**config.mk**
```make
export PLATFORM = sky130hd
export DESIGN_NAME = pm_evt_ctl
export DESIGN_NICKNAME = d
export VERILOG_FILES = /design/src/rtl/pm_evt_pkg.sv /design/src/rtl/pm_io_decode.sv /design/src/rtl/pm_tmr.sv /design/src/rtl/pm_evt_regs.sv /design/src/rtl/pm_evt_ctl.sv
export SDC_FILE = /design/constraint.sdc
export NUM_CORES = 1
export LEC_CHECK = 0
export ABC_CLOCK_PERIOD_IN_PS = 1450
export BUFFER_PORTS_ARGS = -buffer_cell sky130_fd_sc_hd__buf_2
export CORE_MARGIN = 3
export CORE_UTILIZATION = 47
export CTS_BUF_LIST = sky130_fd_sc_hd__clkbuf_2 sky130_fd_sc_hd__clkbuf_4 sky130_fd_sc_hd__clkbuf_8
export DETAILED_ROUTE_END_ITERATION = 6
export PLACE_DENSITY = 0.79
export SLEW_MARGIN = 15
export SYNTH_ARGS = -nofsm -noshare
export SYNTH_HDL_FRONTEND = slang
export SYNTH_SLANG_ARGS = --single-unit
```
**constraint.sdc**
```tcl
create_clock -name clk_i -period 1.45 [get_ports clk_i]
set_input_delay 0.145 -clock clk_i [delete_from_list [all_inputs] [get_ports clk_i]]
set_output_delay 0.145 -clock clk_i [all_outputs]
set_load 0.005 [all_outputs]
```
**src/rtl/pm_evt_pkg.sv**
```systemverilog
package pm_evt_pkg;
  localparam int DATA_W      = 16;
  localparam int RDATA_W     = 32;

  localparam int TMR_BIT     = 0;
  localparam int GLK_BIT     = 5;
  localparam int PWRBTN_BIT  = 8;
  localparam int RTC_BIT     = 10;
  localparam int SCI_EN_BIT  = 0;

  localparam logic [DATA_W-1:0] EVT_MASK =
    (DATA_W'(1) << TMR_BIT) | (DATA_W'(1) << GLK_BIT) |
    (DATA_W'(1) << PWRBTN_BIT) | (DATA_W'(1) << RTC_BIT);

  localparam int OFS_STS = 'h00;
  localparam int OFS_EN  = 'h02;
  localparam int OFS_CTL = 'h04;
  localparam int OFS_TMR = 'h08;

  localparam logic [7:0] APM_SCI_ON  = 8'hF1;
  localparam logic [7:0] APM_SCI_OFF = 8'hF0;

  typedef enum logic [2:0] {
    SEL_NONE,
    SEL_STS,
    SEL_EN,
    SEL_CTL,
    SEL_TMR
  } rd_sel_e;
endpackage

```
**src/rtl/pm_io_decode.sv**
```systemverilog
module pm_io_decode
  import pm_evt_pkg::*;
#(
  parameter int ADDR_W   = 16,
  parameter int WIN_BITS = 6
) (
  input  logic [ADDR_W-1:0] addr_i,
  input  logic [ADDR_W-1:0] cfg_i,
  input  logic              win_en_i,
  input  logic              wr_i,
  input  logic              rd_i,
  output logic              wr_sts_o,
  output logic              wr_en_o,
  output logic              wr_ctl_o,
  output rd_sel_e           sel_o
);
  localparam logic [ADDR_W-1:0] BASE_MASK = ~((ADDR_W'(1) << WIN_BITS) - ADDR_W'(1));

  logic                hit;
  logic [WIN_BITS-1:0] ofs;

  assign hit = win_en_i && ((addr_i & BASE_MASK) == (cfg_i & BASE_MASK));
  assign ofs = addr_i[WIN_BITS-1:0];

  always_comb begin
    wr_sts_o = 1'b0;
    wr_en_o  = 1'b0;
    wr_ctl_o = 1'b0;
    sel_o    = SEL_NONE;
    if (hit) begin
      if (ofs == WIN_BITS'(OFS_STS)) begin
        wr_sts_o = wr_i;
        if (rd_i) sel_o = SEL_STS;
      end else if (ofs == WIN_BITS'(OFS_EN)) begin
        wr_en_o = wr_i;
        if (rd_i) sel_o = SEL_EN;
      end else if (ofs == WIN_BITS'(OFS_CTL)) begin
        wr_ctl_o = wr_i;
        if (rd_i) sel_o = SEL_CTL;
      end else if (ofs == WIN_BITS'(OFS_TMR)) begin
        if (rd_i) sel_o = SEL_TMR;
      end
    end
  end
endmodule

```
**src/rtl/pm_tmr.sv**
```systemverilog
module pm_tmr #(
  parameter int TMR_W = 24
) (
  input  logic             clk_i,
  input  logic             rst_ni,
  input  logic             tick_i,
  output logic [TMR_W-1:0] cnt_o,
  output logic             msb_flip_o
);
  logic [TMR_W-1:0] cnt_q, cnt_nxt;

  assign cnt_nxt    = cnt_q + TMR_W'(1);
  assign msb_flip_o = tick_i && (cnt_nxt[TMR_W-1] != cnt_q[TMR_W-1]);
  assign cnt_o      = cnt_q;

  always_ff @(posedge clk_i or negedge rst_ni) begin
    if (!rst_ni)     cnt_q <= '0;
    else if (tick_i) cnt_q <= cnt_nxt;
  end


  tmr_hold_chk: assert property (@(posedge clk_i) disable iff (!rst_ni)
    !tick_i |=> $stable(cnt_q));
endmodule

```
**src/rtl/pm_evt_regs.sv**
```systemverilog
module pm_evt_regs
  import pm_evt_pkg::*;
(
  input  logic              clk_i,
  input  logic              rst_ni,
  input  logic              wr_sts_i,
  input  logic              wr_en_i,
  input  logic              wr_ctl_i,
  input  logic [DATA_W-1:0] wdata_i,
  input  logic              tmr_flip_i,
  input  logic              pwrbtn_req_i,
  input  logic              apm_wr_i,
  input  logic [7:0]        apm_cmd_i,
  input  logic              gpe_hp_sts_i,
  input  logic              gpe_hp_en_i,
  output logic [DATA_W-1:0] sts_o,
  output logic [DATA_W-1:0] en_o,
  output logic [DATA_W-1:0] ctl_o,
  output logic              sci_o
);
  logic [DATA_W-1:0] sts_q, sts_d, en_q, ctl_q, set_v, clr_v;
  logic              sci_q, sci_d;

  always_comb begin
    set_v             = '0;
    set_v[TMR_BIT]    = tmr_flip_i;
    set_v[PWRBTN_BIT] = pwrbtn_req_i;
    clr_v             = wr_sts_i ? (wdata_i & EVT_MASK) : '0;
    sts_d             = ((sts_q & ~clr_v) | set_v) & EVT_MASK;
  end

  always_ff @(posedge clk_i or negedge rst_ni) begin
    if (!rst_ni) sts_q <= '0;
    else         sts_q <= sts_d;
  end

  always_ff @(posedge clk_i or negedge rst_ni) begin
    if (!rst_ni)      en_q <= '0;
    else if (wr_en_i) en_q <= wdata_i & EVT_MASK;
  end

  // bit 0 is owned by APM commands, upper bits by the bus
  always_ff @(posedge clk_i or negedge rst_ni) begin
    if (!rst_ni) begin
      ctl_q <= '0;
    end else begin
      if (wr_ctl_i) ctl_q[DATA_W-1:1] <= wdata_i[DATA_W-1:1];
      if (apm_wr_i) begin
        if (apm_cmd_i == APM_SCI_ON)       ctl_q[SCI_EN_BIT] <= 1'b1;
        else if (apm_cmd_i == APM_SCI_OFF) ctl_q[SCI_EN_BIT] <= 1'b0;
      end
    end
  end

  assign sci_d = ctl_q[SCI_EN_BIT] &&
                 ((|(sts_q & en_q)) || (gpe_hp_sts_i && gpe_hp_en_i));

  always_ff @(posedge clk_i or negedge rst_ni) begin
    if (!rst_ni) sci_q <= 1'b0;
    else         sci_q <= sci_d;
  end

  assign sts_o = sts_q;
  assign en_o  = en_q;
  assign ctl_o = ctl_q;
  assign sci_o = sci_q;


  sts_w1c_chk: assert property (@(posedge clk_i) disable iff (!rst_ni)
    wr_sts_i && wdata_i[PWRBTN_BIT] && !pwrbtn_req_i |=> !sts_q[PWRBTN_BIT]);

  pwrbtn_set_chk: assert property (@(posedge clk_i) disable iff (!rst_ni)
    pwrbtn_req_i |=> sts_q[PWRBTN_BIT]);

  tmr_evt_chk: assert property (@(posedge clk_i) disable iff (!rst_ni)
    tmr_flip_i |=> sts_q[TMR_BIT]);

  apm_on_chk: assert property (@(posedge clk_i) disable iff (!rst_ni)
    apm_wr_i && (apm_cmd_i == APM_SCI_ON) |=> ctl_q[SCI_EN_BIT]);

  apm_off_chk: assert property (@(posedge clk_i) disable iff (!rst_ni)
    apm_wr_i && (apm_cmd_i == APM_SCI_OFF) |=> !ctl_q[SCI_EN_BIT]);

  ctl_bus_keep_chk: assert property (@(posedge clk_i) disable iff (!rst_ni)
    wr_ctl_i && !apm_wr_i |=> $stable(ctl_q[SCI_EN_BIT]));

  sci_gate_chk: assert property (@(posedge clk_i) disable iff (!rst_ni)
    !ctl_q[SCI_EN_BIT] |=> !sci_q);
endmodule

```
**src/rtl/pm_evt_ctl.sv**
```systemverilog
module pm_evt_ctl
  import pm_evt_pkg::*;
#(
  parameter int ADDR_W   = 16,
  parameter int WIN_BITS = 6,
  parameter int TMR_W    = 24
) (
  input  logic               clk_i,
  input  logic               rst_ni,
  input  logic [ADDR_W-1:0]  win_cfg_i,
  input  logic               win_en_i,
  input  logic [ADDR_W-1:0]  bus_addr_i,
  input  logic               bus_wr_i,
  input  logic               bus_rd_i,
  input  logic [DATA_W-1:0]  bus_wdata_i,
  output logic [RDATA_W-1:0] bus_rdata_o,
  input  logic               tick_i,
  input  logic               pwrbtn_req_i,
  input  logic               gpe_hp_sts_i,
  input  logic               gpe_hp_en_i,
  input  logic               apm_wr_i,
  input  logic [7:0]         apm_cmd_i,
  input  logic               smi_en_i,
  output logic               sci_o,
  output logic               smi_o
);
  logic              wr_sts, wr_en, wr_ctl, tmr_flip, smi_q;
  rd_sel_e           sel;
  logic [DATA_W-1:0] sts, en, ctl;
  logic [TMR_W-1:0]  tmr_cnt;

  pm_io_decode #(.ADDR_W(ADDR_W), .WIN_BITS(WIN_BITS)) u_dec (
    .addr_i   (bus_addr_i),
    .cfg_i    (win_cfg_i),
    .win_en_i (win_en_i),
    .wr_i     (bus_wr_i),
    .rd_i     (bus_rd_i),
    .wr_sts_o (wr_sts),
    .wr_en_o  (wr_en),
    .wr_ctl_o (wr_ctl),
    .sel_o    (sel)
  );

  pm_tmr #(.TMR_W(TMR_W)) u_tmr (
    .clk_i      (clk_i),
    .rst_ni     (rst_ni),
    .tick_i     (tick_i),
    .cnt_o      (tmr_cnt),
    .msb_flip_o (tmr_flip)
  );

  pm_evt_regs u_regs (
    .clk_i        (clk_i),
    .rst_ni       (rst_ni),
    .wr_sts_i     (wr_sts),
    .wr_en_i      (wr_en),
    .wr_ctl_i     (wr_ctl),
    .wdata_i      (bus_wdata_i),
    .tmr_flip_i   (tmr_flip),
    .pwrbtn_req_i (pwrbtn_req_i),
    .apm_wr_i     (apm_wr_i),
    .apm_cmd_i    (apm_cmd_i),
    .gpe_hp_sts_i (gpe_hp_sts_i),
    .gpe_hp_en_i  (gpe_hp_en_i),
    .sts_o        (sts),
    .en_o         (en),
    .ctl_o        (ctl),
    .sci_o        (sci_o)
  );

  always_comb begin
    case (sel)
      SEL_STS: bus_rdata_o = RDATA_W'(sts);
      SEL_EN:  bus_rdata_o = RDATA_W'(en);
      SEL_CTL: bus_rdata_o = RDATA_W'(ctl);
      SEL_TMR: bus_rdata_o = RDATA_W'(tmr_cnt);
      default: bus_rdata_o = '0;
    endcase
  end

  always_ff @(posedge clk_i or negedge rst_ni) begin
    if (!rst_ni) smi_q <= 1'b0;
    else         smi_q <= apm_wr_i && smi_en_i;
  end
  assign smi_o = smi_q;


  smi_pulse_chk: assert property (@(posedge clk_i) disable iff (!rst_ni)
    apm_wr_i && smi_en_i |=> smi_o);

  smi_quiet_chk: assert property (@(posedge clk_i) disable iff (!rst_ni)
    !apm_wr_i |=> !smi_o);

  win_off_chk: assert property (@(posedge clk_i) disable iff (!rst_ni)
    !win_en_i |-> bus_rdata_o == '0);
endmodule

```
==> results of run 1 <==
-- worst max path at each step --
stage                                               to  cells after the start  slack [ps]     startpoint
after floorplan           u_regs.ctl_o[10]$_DFFE_PN0P_                      5         -80   win_cfg_i[7]
after global routing                    bus_rdata_o[6]                      9        -210   win_cfg_i[9]
final                                  bus_rdata_o[11]                      9        -150   win_cfg_i[9]
after detailed placement   u_regs.ctl_o[2]$_DFFE_PN0P_                      6        -230  win_cfg_i[14]
after global placement     u_regs.ctl_o[5]$_DFFE_PN0P_                      6        -180   win_cfg_i[7]
after CTS                               bus_rdata_o[2]                     10        -100  bus_addr_i[9]
-- per-stage QoR --
stage,power (mW),setup TNS (ps)
floorplan,1.93,-809
global placement,2.31,-4510
detailed placement,2.34,-6040
CTS,3.47,-1580
global route,3.85,-6210
finish,3.72,-3430
-- cells in the final DEF, fill, tap and decap left out, drive strengths merged, types with 8 or more instances in the layout --
| cell | count |
|---|---|
| xnor2 | 30 |
| and3 | 16 |
| conb | 8 |
| dfrtp | 50 |
| buf | 154 |
| a22oi | 17 |
| nand3 | 14 |
| mux2 | 21 |
| nand4 | 15 |
| nor2b | 14 |
-- cell type report --
class,instances,share of cell area
multi-input combinational,187,0.418
sequential,50,0.277
timing repair buffer,156,0.256
tap,72,0.0199
clock buffer,5,0.0152
clock inverter,3,0.00969
inverter,4,0.00332
-- where the power goes --
group          switching, mW  leakage (nW)  internal [mW]  total, mW
clock network          0.501        0.0585          0.518       1.02
registers              0.108         0.663           1.50       1.61
logic                  0.488          1.43          0.603       1.09
total                   1.10          2.15           2.62       3.72
-- timing repair --
| item | CTS | global route |
|---|---|---|
| gates cloned | 2 | 1 |
| buffers inserted | 19 | 7 |
| resized for setup | 24 | 60 |
| endpoints found under the hold margin | 50 | 0 |
| hold buffers | 1 | 0 |
| setup endpoints to repair | 28 | 60 |
| pin swaps | 23 | 24 |
-- metal layers --
metal	wire [microns]	part of all wire	up-vias
met1	3650	0.37	1404
met3	691	0.070	38
met4	355	0.036	0
met5	0	0	-
met2	5140	0.52	162
li1	-	-	1200
-- kinds of logic (layout without fill, tap and decap cells) --
kind of cell | Yosys count | count (layout) | share of synthesized area
compound gates | 28 | 28 | 0.0707
xor+xnor | 33 | 33 | 0.118
fa+ha+maj | 1 | 1 | 0.00442
buf+inv | 20 | 168 | 0.0415
flops | 50 | 50 | 0.442
mux | 25 | 25 | 0.111
other cells | 1 | 8 | 0.00132
simple gates | 92 | 92 | 0.212
-- flip-flops by register name (all words and copies together), names as in the netlist --
register and count:
u_regs.sci_o 1, u_regs.sts_o 4, u_regs.en_o 4, u_tmr.cnt_o 24, u_regs.ctl_o 16, smi_o 1
-- critical path: cells and delay by family --
| family | cells | cell delay [ps] |
|---|---|---|
| and+or+nand+nor | 3 | 510 |
| buffers and inverters | 5 | 610 |
| xor gates and xnor gates | 1 | 190 |
==> results.md, run 1 <==
- Final instance area: between 0.004 and 0.005 sq mm
- Routed wire per std cell: 20.6 microns
- CP arrival: between 1000 and 1500 ps
- Hold path startpoint: smi_en_i
- Syn Area/Cell: between 10 and 15 sq um
- Core Util, Final: 0.796
- Area delta synth->final: 59.5%
- Most used DFF post-synth: dfrtp_1
- Post-synth ARST share: 1.00
- M1 GR Usage: 0.290
- Top Usage Layer GRT: met2
- RSZ-0062 raised after global routing: yes
- Syn. warnings: 0
- Fin. max-slew vios: 0
- Initial Utilization: 0.499
- Post-synth EDFFs: 0
- Placed cell area: ~0.0038 sq mm
- CORE AREA: approximately 0.0057 sq mm
- Hold WS: ~48 ps
- Critical Path RT: 1310 ps
- Post-Route WL: approximately 9800 microns
- CTS tree: built
- CTS Buffer Depth: 2
- Die span in y: 83.6 microns
- Total track usage: 0.242
- Clock Skews: 13.6 ps
- Largest net degree at the start of global routing: just over 50
- Clock tree sinks: 50
- Number of global-route vias before repair: 2729
- GPL Wtd Cong: 0.903
- I/O pin total: slightly above 100
- Antenna violations before repair: 0
- Clock-pin slew on the worst setup and hold paths: about 90 ps
- Cell repeated most along the worst path: buf_6
- Lkg Pwr: 2.15 nW
- DR vias: 2804
- Reg2reg path depth: 7
- Maximum clock rate: 623 MHz
- CTS root buffer: clkbuf_8
- Worst Hold Depth: 2
- Row count: 27
- Area leader, netlist: dfrtp_1
- Final ANT Viol Nets: 0
- Clock H-tree levels: 2
- Synth cell count leaders: 50 x dfrtp_1, 24 x xnor2_1, 17 x a22oi_1
- Worst path slowest cell: nor3_4
- Die area: 0.00699 sq mm
- Tmin final: 1600 ps
- Mapped Area: 0.00283 sq mm
- Worst R2R End: u_tmr.cnt_o[10]$_DFFE_PN0P_
- Dominant cells by area after synthesis: dfrtp_1 44%, xnor2_1 7.4%, mux2_4 5.3%
- Layout cells sized above 1: 0.585
- Maximum VDD drop: 0.000779 V
- Drt via density: just under 6
- ANT cells: 0
- Post-detail-place hpwl: 5650 microns
- Crit path largest cell delay: about 250 ps
- Share of the synthesized area in the top cell type: 0.442
- Gate Count Post-Synth: 250
- Port bufs: between 80 and 90
- Sequential cell area: approximately 0.0013 sq mm
- Nets: between 400 and 500
- Number of distinct library cells after synthesis: 39
- M3 GR Usage: 0.0375
- Residual DRC: 0
- DRT Pass-1 Iters: 5
- Top-count cell post-synth: dfrtp_1
- DP Worst Slack: -230 ps
- Worst-path cell chain: buf_8 -> xnor2_4 -> buf_6 -> nand4_1 -> nor3_4 -> buf_6 -> buf_6 -> nor2b_4 -> buf_2
- CP Launch Type: input port
- Placed cells: 443
- Num CTS Buffers: 5
- Drt initial violations: between 200 and 250
- R2R Path Start: u_tmr.cnt_o[0]$_DFFE_PN0P_
- Crit path capture type: output pin
- Final Worst Setup Slack: -155 ps
- Worst-path maximum fanout: 6
- Number of synthesized register bits: 50
- R2r setup slk: -100 ps
- CP Class: input port to output pin
- Failing checks: negative setup slack
- Post-synthesis sequential area ratio: 0.442
- Worst hold endpoint: smi_o$_DFF_PN0_
- Final-layout fill cell count: around 300
- Met2 Use GR: 0.443
- Multi-input logic area: between 0.0015 and 0.002 sq mm
- Class of the worst hold path: input port to flop
- Outcome: complete, but fails checks
- Final period util: 1.11
- Worst skew pair latency: just over 300 ps
- Final count of negative-setup-slack endpoints: 53
- Final Hold Fails: 0
- Non-Filler Instances: ~480
- Die W: roughly 84 microns
- P per Cell Area: ~820 mW/mm^2
- Grt total ovfl: 0
- Max-cap violations: 0
- First-pass GRT wire length: around 14000 microns
(Power assumes the default switching activity.)
==> run 2: changes to the inputs <==
--- a/config.mk
+++ b/config.mk
@@ -5,13 +5,13 @@
 export SDC_FILE = /design/constraint.sdc
 export NUM_CORES = 1
 export LEC_CHECK = 0
-export ABC_CLOCK_PERIOD_IN_PS = 1450
+export ABC_CLOCK_PERIOD_IN_PS = 1700
 export BUFFER_PORTS_ARGS = -buffer_cell sky130_fd_sc_hd__buf_2
 export CORE_MARGIN = 3
-export CORE_UTILIZATION = 47
+export CORE_UTILIZATION = 52
 export CTS_BUF_LIST = sky130_fd_sc_hd__clkbuf_2 sky130_fd_sc_hd__clkbuf_4 sky130_fd_sc_hd__clkbuf_8
 export DETAILED_ROUTE_END_ITERATION = 6
-export PLACE_DENSITY = 0.79
+export PLACE_DENSITY = 0.83
 export SLEW_MARGIN = 15
 export SYNTH_ARGS = -nofsm -noshare
 export SYNTH_HDL_FRONTEND = slang
==> constraint.sdc (replaced) <==
create_clock -name clk_i -period 1.7 [get_ports clk_i]
set_input_delay 0.17 -clock clk_i [delete_from_list [all_inputs] [get_ports clk_i]]
set_output_delay 0.17 -clock clk_i [all_outputs]
set_load 0.005 [all_outputs]
==> results.md, run 2 (same netlist as run 1, synthesis figures left out) <==
- Worst R2R End: u_tmr.cnt_o[19]$_DFFE_PN0P_ (was u_tmr.cnt_o[10]$_DFFE_PN0P_)
- Num CTS Buffers: 5 (unchanged)
- CTS Buffer Depth: 2 (unchanged)
- CTS tree: built (unchanged)
- Crit path largest cell delay: 260 ps (was 250 ps)
- Total track usage: 0.218 (was 0.242)
- Commonest cells after routing, fill and taps aside: 86 x buf_2, 50 x dfrtp_1, 23 x xnor2_1, 17 x a22oi_1, 16 x and3_1 (was 79 x buf_2, 48 x dfrtp_1, 44 x buf_4, 25 x buf_6)
- Post-CTS Repair Setup Buffers: 0 (was 19)
- Final Hold Fails: 0 (unchanged)
- Largest net degree at the start of global routing: 33 (was 51)
- Worst hold endpoint: u_regs.sts_o[10]$_DFF_PN0_ (was smi_o$_DFF_PN0_)
- Die span in y: 79.8 microns (was 83.6 microns)
- Clock Skews: 3.42 ps (was 13.6 ps)
- Post-Route WL: 6610 microns (was 9840 microns)
- Max-cap violations: 0 (unchanged)
- Routed wire per std cell: 15.6 microns (was 20.6 microns)
- P per Cell Area: 774 mW/mm^2 (was 822 mW/mm^2)
- Die W: 79.8 microns (was 83.6 microns)
- Clock tree sinks: 50 (unchanged)
- Critical Path RT: 1530 ps (was 1310 ps)
- Grt total ovfl: 0 (unchanged)
- Final count of negative-setup-slack endpoints: 0 (was 53)
- Worst path slowest cell: and4_1 (was nor3_4)
- CP Class: input port to output pin (unchanged)
- RSZ-0062 raised after global routing: no (was yes)
- DR vias: 2327 (was 2804)
- R2R Path Start: u_tmr.cnt_o[7]$_DFFE_PN0P_ (was u_tmr.cnt_o[0]$_DFFE_PN0P_)
- Maximum clock rate: about 630 MHz
- Final instance area: 0.00364 sq mm (was 0.00452 sq mm)
- Lkg Pwr: 1.80 nW (was 2.15 nW)
- Number of global-route vias before repair: 2354 (was 2729)
- R2r setup slk: 130 ps (was -100 ps)
- Row count: 26 (was 27)
- CP arrival: 1420 ps (was 1460 ps)
- Max reg flops: 24 (unchanged)
- Initial Utilization: 0.548 (was 0.499)
- Port bufs: 86 (unchanged)
- CTS root buffer: clkbuf_8 (unchanged)
- Drt via density: 5.48 (was 5.88)
- Reg2reg path depth: 4 (was 7)
- Worst skew pair latency: 310 ps (about the same)
- Fin. max-slew vios: 0 (unchanged)
- Antenna violations before repair: 0 (unchanged)
- Clock H-tree levels: 2 (unchanged)
- GPL Wtd Cong: 0.859 (was 0.903)
- Tmin final: 1590 ps
- Area delta synth->final: 28.5% (was 59.5%)
- Class of the worst hold path: input port to flop (unchanged)
- Cell repeated most along the worst path: buf_2 (was buf_6)
- Maximum VDD drop: 0.000428 V (was 0.000779 V)
- Core Util, Final: 0.704 (was 0.796)
- Outcome: completed (was complete, but fails checks)
- Worst-path maximum fanout: 12 (was 6)
- Post-detail-place hpwl: 4940 microns (was 5650 microns)
- ANT cells: 0 (unchanged)
- Critical path buffers and inverters: 4 (was 5)
- Final period util: 0.933
- Placed cell area: 0.00348 sq mm (was 0.00380 sq mm)
- First-pass GRT wire length: 10900 microns (was 13600 microns)
- Nets: 422 (was 472)
- Commonest non-fill, non-tap cell in the layout: buf_2 (unchanged)
- TNS Setup: 0 ps (was -3430 ps)
- Crit path capture type: output pin (unchanged)
- Hold path startpoint: bus_wdata_i[10] (was smi_en_i)
- Tot Pwr: 2.82 mW (was 3.72 mW)
- Worst Hold Depth: 2 (unchanged)
- CP Launch Type: input port (unchanged)
- Layout cells sized above 1: 0.420 (was 0.585)
- Residual DRC: 0 (unchanged)
- Clock-pin slew on the worst setup and hold paths: 90 ps (about the same)
- CORE AREA: 0.00517 sq mm (was 0.00568 sq mm)
- DRT Pass-1 Iters: 5 (unchanged)
- Delay-heaviest family, CP: simple AND/OR/NAND/NOR gates (was buffers and inverters)
- I/O pin total: 101 (unchanged)
- Final ANT Viol Nets: 0 (unchanged)
- Worst-path cell chain: buf_2 -> nor3_2 -> buf_4 -> and4_1 -> buf_12 -> a22oi_1 -> nor2b_1 -> buf_2 (was buf_8 -> xnor2_4 -> buf_6 -> nand4_1 -> nor3_4 -> buf_6 -> buf_6 -> nor2b_4 -> buf_2)
- Die area: 0.00637 sq mm (was 0.00699 sq mm)
- Drt initial violations: 143 (was 228)
## run 2: repair_timing
action                     CTS  global route
hold endpoints to repair    18             0
hold buffers                 1             0
setup endpoints to repair    0             1
resized for setup            0             1
## run 2: how the worst max path moves through the flow
stage / depth (start not counted) / startpoint / slack, ps / to
final: 8 / bus_addr_i[0] / 110 / bus_rdata_o[6]
after global routing: 6 / u_tmr.cnt_o[0]$_DFFE_PN0P_ / 30 / u_tmr.cnt_o[22]$_DFFE_PN0P_
after CTS: 7 / win_cfg_i[9] / 120 / bus_rdata_o[6]
after detailed placement: 6 / win_cfg_i[7] / -30 / u_regs.ctl_o[2]$_DFFE_PN0P_
after global placement: 6 / win_cfg_i[14] / 10 / u_regs.ctl_o[4]$_DFFE_PN0P_
after floorplan: 5 / win_cfg_i[9] / 100 / u_regs.ctl_o[10]$_DFFE_PN0P_
## run 2: layout make-up
class | instances | area, sq um
sequential | 50 | 1250
clock buffer | 5 | 68.8
fill | 365 | 1530
tap | 70 | 87.6
timing repair buffer | 106 | 646
clock inverter | 3 | 68.8
inverter | 4 | 15.0
multi-input combinational | 187 | 1500
## run 2: per-layer routing
layer  track usage  part of all wire  up-vias
met4        0.0659             0.017        0
li1              -                 -     1105
met1         0.284              0.42     1102
met5             0                 0        -
met2         0.361              0.48      106
met3        0.0485             0.078       14
## run 2: worst register-to-register path: cells and delay by family, from the launching register on
kind	cells	cell delay, ps
xor+xnor	1	160
flops	1	360
simple gates	3	950
## run 2: power by group
part / switching (mW) / internal, mW
clock: 0.416 / 0.590
sequential: 0.103 / 1.27
combinational: 0.216 / 0.221
## run 2: stage by stage
stage	hold WS [ps]	std cells	worst slack [ps]
2_1_floorplan	-126	257	99.9
3_3_place_gp	134	416	9.57
3_5_place_dp	139	416	-27.4
4_1_cts	63.6	425	119
5_1_grt	64.0	425	27.3
6_report	65.3	425	114
==> run 3: changes to the inputs <==
--- a/config.mk
+++ b/config.mk
@@ -11,7 +11,7 @@
 export CORE_UTILIZATION = 52
 export CTS_BUF_LIST = sky130_fd_sc_hd__clkbuf_2 sky130_fd_sc_hd__clkbuf_4 sky130_fd_sc_hd__clkbuf_8
 export DETAILED_ROUTE_END_ITERATION = 6
-export PLACE_DENSITY = 0.83
+export PLACE_DENSITY = 0.87
 export SLEW_MARGIN = 15
 export SYNTH_ARGS = -nofsm -noshare
 export SYNTH_HDL_FRONTEND = slang
==> results.md, run 3 (same netlist as run 1, synthesis figures left out) <==
- Outcome: completed (unchanged)
- DR vias: 2353 (was 2327)
- Post_cts resized: 0 (unchanged)
- Die span in y: 79.8 microns (unchanged)
- Area delta synth->final: 27.0% (was 28.5%)
- Post-CTS Repair Setup Buffers: 0 (unchanged)
- Grt total ovfl: 0 (unchanged)
- Die W: 79.8 microns (unchanged)
- Max reg flops: 24 (unchanged)
- Maximum clock rate: 623 MHz (was 631 MHz)
- ANT cells: 0 (unchanged)
- Residual DRC: 0 (unchanged)
- Final Worst Setup Slack: 96.0 ps (was 114 ps)
- First-pass GRT wire length: 10900 microns (about the same)
- Nets: 423 (was 422)
- CTS Buffer Depth: 2 (unchanged)
- GPL Wtd Cong: 0.914 (was 0.859)
- Commonest cells after routing, fill and taps aside: 86 x buf_2, 50 x dfrtp_1, 24 x xnor2_1, 17 x a22oi_1, 16 x and3_1 (was 86 x buf_2, 50 x dfrtp_1, 23 x xnor2_1, 17 x a22oi_1, 16 x and3_1)
- Slew headroom: 0.664
- I/O pin total: 101 (unchanged)
- Final Hold Fails: 0 (unchanged)
- Class of the worst hold path: input port to flop (unchanged)
- CTS root buffer: clkbuf_8 (unchanged)
- Num CTS Buffers: 5 (unchanged)
- Worst skew pair latency: 300 ps (was 310 ps)
- Critical Path RT: 1530 ps (about the same)
- Commonest non-fill, non-tap cell in the layout: buf_2 (unchanged)
- Worst-path maximum fanout: 12 (unchanged)
- Core Util, Final: 0.695 (was 0.704)
- Drt via density: 5.52 (was 5.48)
- Final ANT Viol Nets: 0 (unchanged)
- Final count of negative-setup-slack endpoints: 0 (unchanged)
- Post-detail-place hpwl: 5010 microns (was 4940 microns)
- Row count: 26 (unchanged)
- CP arrival: 1430 ps (was 1420 ps)
- Hold-fix buffers, CTS: 1 (unchanged)
- Die area: 0.00637 sq mm (unchanged)
- CP Class: input port to output pin (unchanged)
- RSZ-0062 raised after global routing: no (unchanged)
- DRT Pass-1 Iters: 4 (was 5)
- Clock Skews: 2.69 ps (was 3.42 ps)
- Largest net degree at the start of global routing: 31 (was 33)
- Final-layout fill cell count: 382 (was 365)
- Crit path capture type: output pin (unchanged)
- Tmin final: 1600 ps (was 1590 ps)
- Final period util: 0.944 (was 0.933)
- DP Worst Slack: 0.392 ps (was -27.4 ps)
- Max-cap violations: 0 (unchanged)
- Initial Utilization: 0.548 (unchanged)
- Clock-pin slew on the worst setup and hold paths: 80 ps (was 90 ps)
- CTS tree: built (unchanged)
- Routed wire per std cell: 15.3 microns (was 15.6 microns)
- Antenna violations before repair: 0 (unchanged)
- Number of global-route vias before repair: 2349 (was 2354)
- Clock tree sinks: 50 (unchanged)
- P per Cell Area: 698 mW/mm^2 (was 774 mW/mm^2)
- Total track usage: 0.220 (was 0.218)
- Slew @ Worst Pin: a little over 500 ps
- Post-Route WL: 6510 microns (was 6610 microns)
- Port bufs: 86 (unchanged)
- Layout cells sized above 1: 0.419 (was 0.420)
- CORE AREA: 0.00517 sq mm (unchanged)
- Maximum VDD drop: 0.000434 V (was 0.000428 V)
- CP Launch Type: input port (unchanged)
- TNS Setup: 0 ps (unchanged)
- Lkg Pwr: 1.78 nW (was 1.80 nW)
- Drt initial violations: 158 (was 143)
- Fin. max-slew vios: 0 (unchanged)
- Clock H-tree levels: 2 (unchanged)
[run 3: final cells by class]
class / instances / area (sq um) / area share
Clock buffer: 7 / 90.1 / 0.0250
Clock inverter: 1 / 5.00 / 0.00139
Inverter: 4 / 15.0 / 0.00417
Multi-Input combinational cell: 187 / 1500 / 0.416
Sequential cell: 50 / 1250 / 0.348
Tap cell: 70 / 87.6 / 0.0243
Timing Repair Buffer: 107 / 653 / 0.182
[run 3: worst max-delay path, stage by stage]
cell and delay, ps:
buf_2 100, nor3_2 210, buf_4 170, and4_1 280, buf_12 160, a22oi_1 70
nor2b_1 140, buf_2 130
[run 3: stage by stage]
stage               cell area (sq um)  std cells  power (mW)  hold WS [ps]
CTS                              3600        426        2.53          58.8
finish                           3600        426        2.51          72.3
floorplan                        2860        257        1.62          -126
detailed placement               3490        417        1.82           167
global route                     3600        426        2.65          81.6
global placement                 3490        417        1.79           155
[run 3: metal layers]
metal  track usage  vias to the layer above  part of all wire  routed length, microns
met5             0                        -                 0                       0
met3        0.0474                       12             0.070                     458
met1         0.278                     1134              0.41                    2660
met2         0.376                       94              0.50                    3290
met4        0.0659                        0             0.016                     102
li1              -                     1113                 -                       -
[run 3: where the power goes]
part           switching [mW]  internal (mW)
clock                   0.369          0.345
combinational           0.213          0.216
sequential             0.0950           1.27
[run 3: worst paths after layout]
| path | start | endpoint | slack, ps | cells past startpoint |
|---|---|---|---|---|
| hold / removal | bus_wdata_i[5] | u_regs.sts_o[5]$_DFF_PN0_ | 70 | 2 |
| max in group asynchronous | rst_ni | u_regs.sci_o$_DFF_PN0_ | 810 | 3 |
| min in group asynchronous | rst_ni | u_regs.ctl_o[14]$_DFFE_PN0P_ | 370 | 2 |
| hold reg to reg | u_tmr.cnt_o[23]$_DFFE_PN0P_ | u_tmr.cnt_o[23]$_DFFE_PN0P_ | 480 | 1 |
| setup reg to reg | u_tmr.cnt_o[9]$_DFFE_PN0P_ | u_tmr.cnt_o[23]$_DFFE_PN0P_ | 180 | 5 |
| setup / recovery | bus_addr_i[0] | bus_rdata_o[11] | 100 | 8 |
